===== src/rtl/bsz_pkg.sv =====
package bsz_pkg;
   typedef enum logic [1:0] {
      ST_IDLE   = 2'd0,
      ST_FIRST  = 2'd1,
      ST_SECOND = 2'd2
   } bsz_state_e;

   // any enable set within a lane range
   function automatic logic any_set(input logic [15:0] v);
      return |v;
   endfunction
endpackage


===== src/rtl/bsz_ctrl.sv =====
module bsz_ctrl
   import bsz_pkg::*;
#(
   parameter int NB = 4,
   localparam int HB = NB / 2
) (
   input  logic          clk,
   input  logic          rst_n,
   input  logic          req_valid,
   input  logic [NB-1:0] req_be,
   input  logic          req_write,
   input  logic          bus_ready,
   input  logic          bus_size16,
   output bsz_state_e    state,
   output logic [NB-1:0] be_q,
   output logic          wr_q,
   output logic          accept,
   output logic          split_fire,
   output logic          final_fire,
   output logic          done_q
);
   logic need_second;
   logic first_fire;
   logic second_fire;
   logic [15:0] lo_ext, hi_ext;

   always_comb begin
      lo_ext = '0;
      hi_ext = '0;
      lo_ext[HB-1:0] = be_q[HB-1:0];
      hi_ext[HB-1:0] = be_q[NB-1:HB];
   end

   assign need_second = bus_size16 && any_set(lo_ext) && any_set(hi_ext);
   assign accept      = (state == ST_IDLE) && req_valid;
   assign first_fire  = (state == ST_FIRST) && bus_ready;
   assign second_fire = (state == ST_SECOND) && bus_ready;
   assign split_fire  = first_fire && need_second;
   assign final_fire  = (first_fire && !need_second) || second_fire;

   always_ff @(posedge clk) begin
      if (!rst_n) begin
         state  <= ST_IDLE;
         be_q   <= '0;
         wr_q   <= 1'b0;
         done_q <= 1'b0;
      end else begin
         done_q <= final_fire;
         unique case (state)
            ST_IDLE: begin
               if (req_valid) begin
                  state <= ST_FIRST;
                  be_q  <= req_be;
                  wr_q  <= req_write;
               end
            end
            ST_FIRST: begin
               if (bus_ready) state <= need_second ? ST_SECOND : ST_IDLE;
            end
            ST_SECOND: begin
               if (bus_ready) state <= ST_IDLE;
            end
            default: state <= ST_IDLE;
         endcase
      end
   end
endmodule


===== src/rtl/bsz_wsteer.sv =====
module bsz_wsteer #(
   parameter int DATA_W = 32,
   localparam int NB = DATA_W / 8,
   localparam int HB = NB / 2,
   localparam int HW = DATA_W / 2
) (
   input  logic              clk,
   input  logic              rst_n,
   input  logic              accept,
   input  logic [DATA_W-1:0] req_wdata,
   input  logic [NB-1:0]     be_q,
   input  logic              second,
   input  logic              drive,
   output logic [DATA_W-1:0] dout
);
   logic [DATA_W-1:0] wd_q;
   logic              mirror;

   always_ff @(posedge clk) begin
      if (!rst_n) wd_q <= '0;
      else if (accept) wd_q <= req_wdata;
   end

   // lower lines carry the upper half when no lower byte is in this cycle
   assign mirror = second || (be_q[HB-1:0] == '0);

   always_comb begin
      dout = '0;
      if (drive) begin
         dout[DATA_W-1:HW] = wd_q[DATA_W-1:HW];
         dout[HW-1:0]      = mirror ? wd_q[DATA_W-1:HW] : wd_q[HW-1:0];
      end
   end
endmodule


===== src/rtl/bsz_rassm.sv =====
module bsz_rassm #(
   parameter int DATA_W    = 32,
   parameter bit ZERO_FILL = 1'b1,
   localparam int NB = DATA_W / 8,
   localparam int HB = NB / 2,
   localparam int HW = DATA_W / 2
) (
   input  logic              clk,
   input  logic              rst_n,
   input  logic              split_fire,
   input  logic              final_fire,
   input  logic              second,
   input  logic              wr_q,
   input  logic              bus_size16,
   input  logic [NB-1:0]     be_q,
   input  logic [DATA_W-1:0] bus_din,
   output logic [DATA_W-1:0] rdata
);
   logic [HW-1:0]     lo_hold;
   logic [DATA_W-1:0] src;
   logic [DATA_W-1:0] merged;

   always_ff @(posedge clk) begin
      if (!rst_n) lo_hold <= '0;
      else if (split_fire) lo_hold <= bus_din[HW-1:0];
   end

   // line group that feeds each half in the completing cycle
   always_comb begin
      src[DATA_W-1:HW] = bus_size16 ? bus_din[HW-1:0] : bus_din[DATA_W-1:HW];
      src[HW-1:0]      = second ? lo_hold : bus_din[HW-1:0];
   end

   for (genvar i = 0; i < NB; i++) begin : g_lane
      if (ZERO_FILL) begin : g_zero
         assign merged[8*i+:8] = be_q[i] ? src[8*i+:8] : 8'h00;
      end else begin : g_keep
         assign merged[8*i+:8] = be_q[i] ? src[8*i+:8] : rdata[8*i+:8];
      end
   end

   always_ff @(posedge clk) begin
      if (!rst_n) rdata <= '0;
      else if (final_fire && !wr_q) rdata <= merged;
   end

   logic unused_hb;
   assign unused_hb = (HB == 0);
endmodule


===== src/rtl/bus_sizer.sv =====
module bus_sizer
   import bsz_pkg::*;
#(
   parameter int DATA_W    = 32,
   parameter bit ZERO_FILL = 1'b1,
   localparam int NB = DATA_W / 8,
   localparam int HB = NB / 2
) (
   input  logic              clk,
   input  logic              rst_n,
   input  logic              req_valid,
   input  logic [NB-1:0]     req_be,
   input  logic              req_write,
   input  logic [DATA_W-1:0] req_wdata,
   output logic              bus_cyc,
   output logic              bus_wr,
   output logic [NB-1:0]     bus_be,
   output logic [DATA_W-1:0] bus_dout,
   input  logic [DATA_W-1:0] bus_din,
   input  logic              bus_ready,
   input  logic              bus_size16,
   output logic              done,
   output logic [DATA_W-1:0] rdata
);
   if (DATA_W % 16 != 0 || DATA_W < 16 || DATA_W > 128) begin : g_bad_width
      $error("bus_sizer: DATA_W must be a multiple of 16 between 16 and 128");
   end

   bsz_state_e    state;
   logic [NB-1:0] be_q;
   logic          wr_q;
   logic          accept;
   logic          split_fire;
   logic          final_fire;
   logic          second;

   bsz_ctrl #(.NB(NB)) u_ctrl (
      .clk        (clk),
      .rst_n      (rst_n),
      .req_valid  (req_valid),
      .req_be     (req_be),
      .req_write  (req_write),
      .bus_ready  (bus_ready),
      .bus_size16 (bus_size16),
      .state      (state),
      .be_q       (be_q),
      .wr_q       (wr_q),
      .accept     (accept),
      .split_fire (split_fire),
      .final_fire (final_fire),
      .done_q     (done)
   );

   assign second  = (state == ST_SECOND);
   assign bus_cyc = (state != ST_IDLE);
   assign bus_wr  = bus_cyc && wr_q;

   always_comb begin
      bus_be = '0;
      if (bus_cyc) begin
         bus_be = be_q;
         if (second) bus_be[HB-1:0] = '0;
      end
   end

   bsz_wsteer #(.DATA_W(DATA_W)) u_wsteer (
      .clk       (clk),
      .rst_n     (rst_n),
      .accept    (accept),
      .req_wdata (req_wdata),
      .be_q      (be_q),
      .second    (second),
      .drive     (bus_wr),
      .dout      (bus_dout)
   );

   bsz_rassm #(.DATA_W(DATA_W), .ZERO_FILL(ZERO_FILL)) u_rassm (
      .clk        (clk),
      .rst_n      (rst_n),
      .split_fire (split_fire),
      .final_fire (final_fire),
      .second     (second),
      .wr_q       (wr_q),
      .bus_size16 (bus_size16),
      .be_q       (be_q),
      .bus_din    (bus_din),
      .rdata      (rdata)
   );
endmodule


===== config.mk =====
export PLATFORM = sky130hd
export DESIGN_NAME = bus_sizer
export DESIGN_NICKNAME = d
export VERILOG_FILES = /design/src/rtl/bsz_pkg.sv /design/src/rtl/bsz_ctrl.sv /design/src/rtl/bsz_wsteer.sv /design/src/rtl/bsz_rassm.sv /design/src/rtl/bus_sizer.sv
export SDC_FILE = /design/constraint.sdc
export NUM_CORES = 1
export LEC_CHECK = 0
export BUFFER_PORTS_ARGS = -buffer_cell sky130_fd_sc_hd__buf_2
export CORE_ASPECT_RATIO = 0.75
export CORE_UTILIZATION = 51
export DETAILED_ROUTE_END_ITERATION = 7
export PLACE_DENSITY = 0.89
export SLEW_MARGIN = 20
export SYNTH_ARGS = -nofsm -noshare
export SYNTH_HDL_FRONTEND = slang
export SYNTH_HIERARCHICAL = 1
export SYNTH_SLANG_ARGS = --single-unit
export TNS_END_PERCENT = 100

===== constraint.sdc =====
create_clock -name clk -period 2.2 [get_ports clk]
set_input_delay 0.22 -clock clk [delete_from_list [all_inputs] [get_ports clk]]
set_output_delay 0.22 -clock clk [all_outputs]
set_load 0.05 [all_outputs]

==> parameters.txt <==
Parameter                              Value

Synth
  Synthesized flop and latch total    88
  Largest cells by area after synthesis    sky130_fd_sc_hd__dfxtp_1, sky130_fd_sc_hd__mux2i_1, sky130_fd_sc_hd__o32ai_2, sky130_fd_sc_hd__nor2b_1, sky130_fd_sc_hd__inv_1
  Nets in the synthesized netlist    483
  Total number of yosys warnings    6
  Post-synthesis xor/xnor area fraction    0.00202
  Number of distinct library cell variants in the gate-level netlist after synthesis    26
  Fraction of the mapped netlist area in simple logic gates    0.130
  Share of synthesized cell area in full adder, half adder and majority cells    0
  Number of standard cells after synthesis    409
  Post-synthesis mux area share    0.235
  Mean post-synth cell area    10.6 um2
  Largest area contributor in the synthesized netlist    sky130_fd_sc_hd__dfxtp_1
  Dominant combinational cell family by area after synthesis    multiplexers
  Area fraction of the dominant cell type after synthesis    0.406
  Post-synthesis sequential area ratio    0.406
  Mapped Area    0.00434 mm2
  Post-synthesis compound-gate area fraction    0.130

Critical path
  Worst EP arrival    1880 ps
  Required time reported for the critical path endpoint    1980 ps
  CP Launch Point    u_ctrl/state[1]
  Crit path max-delay cell type    sky130_fd_sc_hd__dfxtp_2
  Kind of critical path    flop to output pin
  Crit Path Max Fanout    16
  Largest stage delay on the critical path    390 ps
  Crit path buf inv count    2
  CP Cell Sequence    nor2b_2 > o21ba_2 > buf_12 > mux2i_2 > buf_4
  Crit start category    flop
  Cell family with most CP delay    buffers and inverters
  Startpoint of the most critical register-to-register path    u_ctrl/state[0]
  Type of destination of the critical path    output pin

Clock network
  Number of H-tree levels    3
  Post-CTS Setup Bufs    0
  Num CTS Buffers    9
  Clock-pin slew of the registers on the worst-case setup and hold paths    60 ps
  CTS sink cnt    88
  Clk Tree Root Cell    sky130_fd_sc_hd__clkbuf_16
  Max Root-Sink Buffers    2
  Clock latency of the later-clocked register in the worst-skew pair    320 ps
  Count of hold buffers inserted by post-cts repair    0
  CTS tree    yes

Power
  Leakage power of the design    0.00255 uW
  Power share of the combinational group    0.127
  Internal power of the cells    2850 uW
  Share of total power consumed by net switching    0.237
  Worst IR drop on VDD    0.362 mV
  Switch Pwr    887 uW
  Power density over the cells    667 mW/mm2
  Share of power burned in the clock network    0.423
  Power share of the sequential group    0.450

Finish
  Final standard cell count with taps included and fillers excluded    655
  Antenna Diode Count    0
  Fraction of layout instances using a drive strength above 1    0.413
  Final core utilization    0.696
  Fin nets    620
  Layout area overhead    29.1%

Detailed routing
  Via/cell ratio    5.18
  First-iteration detailed-routing DRC count    120
  Final routed wire length divided by cell count    15.7 um
  Pre-antenna DRT Iters    4
  Remaining antenna violation count after routing    0
  DRC viols    0
  Overall routed net length    10300 um
  Via Count    3394

STA
  Final cycle utilization of the critical path    0.953
  Final critical delay including setup and external delays    2100 ps
  Tightest slew margin relative to the limit    0.674
  Clock Skews    6.15 ps
  Final hold vios    0
  Max-slew violation count    0
  Setup WS post-layout    104 ps
  Final setup vio count    0
  Summed negative setup slack over all endpoints    0 ps
  Achievable frequency    477 MHz
  Worst hold-check slack    157 ps
  Setup repair after global routing missed its margin    false
  Worst-margin pin slew    488 ps

Floorplanning
  Rows    28
  Core ar.    0.00806 mm2
  Y dimension of the die    81.9 um
  Full die area    0.00889 mm2
  Starting utilization of the core area    0.539
  Die W    109 um
  I/O pin count    145

Place
  Port buffer count    144
  Dpl hpwl    7440 um
  Placed cells    640
  Final weighted congestion in routability-driven placement    0.743
  Setup slack after placement    229 ps

Global routing
  First-pass GRT wire length    16000 um
  Vias in the first global route    3276
  GRT Resource Usage Total    0.232
  Pin count of the biggest net entering global routing    38
  Total overflow reported by the global router    0
  Initial antenna violation count    0

Min path
  Startpoint of the worst hold path    bus_din[21]
  Classification of the worst-slack hold path    input port to flop

Run
  Total of max-cap violations    0

Run status
  Outcome    complete, no violations
[worst register-to-register path, delay by kind of cell, from the launching register on]
family | cells | cell delay [ps]
compound gates | 3 | 800
buf+inv | 1 | 180
flops | 1 | 470
simple gates | 1 | 250
[placed cells by master, fill, tap and decap left out, drive strengths merged]
cell type / synthesis / final
nand2: 32 / 32
nor2: 17 / 17
xor2: 1 / 1
dfxtp: 88 / 88
inv: 50 / 50
buf: 25 / 155
clkbuf: 4 / 10
nor3b: 3 / 3
o211ai: 1 / 1
and2: 3 / 3
mux2i: 102 / 102
o211a: 1 / 1
nand4b: 4 / 4
o21a: 4 / 4
o32ai: 32 / 32
bufinv: 0 / 2
and2b: 1 / 1
or2: 1 / 1
nor4: 1 / 1
clkinv: 0 / 3
nor2b: 38 / 38
o21ba: 1 / 1
[cells by family (layout without fill, tap and decap cells)]
| logic type | after synthesis | count (layout) |
|---|---|---|
| multiplexers | 102 | 102 |
| buffers and inverters | 79 | 220 |
| XOR/XNOR | 1 | 1 |
| AND/OR/NAND/NOR | 100 | 100 |
| flip-flops | 88 | 88 |
| AO/OA/AOI/OAI | 39 | 39 |
[metrics by stage]
step                      cell area (um2)  total power [uW]
after floorplan                      4480              2050
after global placement               5250              2160
after detailed placement             5250              2190
after CTS                            5610              3770
after global routing                 5610              3890
final                                5610              3740
[synth_stat cells, drive strengths merged]
cell    count
o32ai      32
nor4        1
mux2i     102
inv        50
buf        25
nor2       17
and2b       1
nand4b      4
xor2        1
or2         1
nor2b      38
clkbuf      4
dfxtp      88
o211a       1
nand2      32
nor3b       3
o211ai      1
o21ba       1
and2        3
o21a        4
[power by group through the flow]
| stage | registers (uW) | logic [uW] | clock network [uW] |
|---|---|---|---|
| 2_1_floorplan | 1720 | 330 | 0 |
| 3_3_place_gp | 1710 | 453 | 0 |
| 3_5_place_dp | 1720 | 470 | 0 |
| 4_1_cts | 1680 | 475 | 1620 |
| 5_1_grt | 1690 | 506 | 1700 |
| 6_report | 1680 | 473 | 1580 |
[flip-flops by register name, summed over array words and instances, names as in the netlist]
| signal | cells |
|---|---|
| u_ctrl/wr_q | 1 |
| u_ctrl/state | 2 |
| u_ctrl/be_q | 4 |
| u_rassm/lo_hold | 16 |
| u_ctrl/done_q | 1 |
| u_wsteer/wd_q | 32 |
| u_rassm/rdata | 32 |
[timing repair]
| action | CTS | global route |
|---|---|---|
| endpoints found under the setup margin | 16 | 16 |
| hold endpoints to repair | 0 | 0 |
| gates resized for setup | 17 | 1 |
[worst paths after layout]
check                      endpoint  slack (ps)  cells after the start
setup / recovery        bus_dout[4]         100                      5
hold / removal    u_rassm/rdata[21]         160                      3
setup reg to reg  u_rassm/rdata[31]         390                      5
hold reg to reg    u_rassm/rdata[0]         480                      2
[final cells by class]
cell class / count / area, um2
fill: 618 / 2450
tap: 105 / 131
clock inverter: 5 / 82.6
inverter: 50 / 188
multi-input combinational: 242 / 2310
sequential: 88 / 1760
clock buffer: 10 / 229
timing repair buffer: 155 / 906
[layer usage]
metal  part of all wire  global-route usage  wire length (um)  vias to the layer above
met4              0.011              0.0824               112                        0
met5                  0                   0                 0                        -
met2               0.51               0.401              5250                       70
met3              0.035              0.0452               358                        8
met1               0.44               0.290              4540                     1648
li1                   -                   -                 -                     1668
Power figures use the tool's default switching activity.
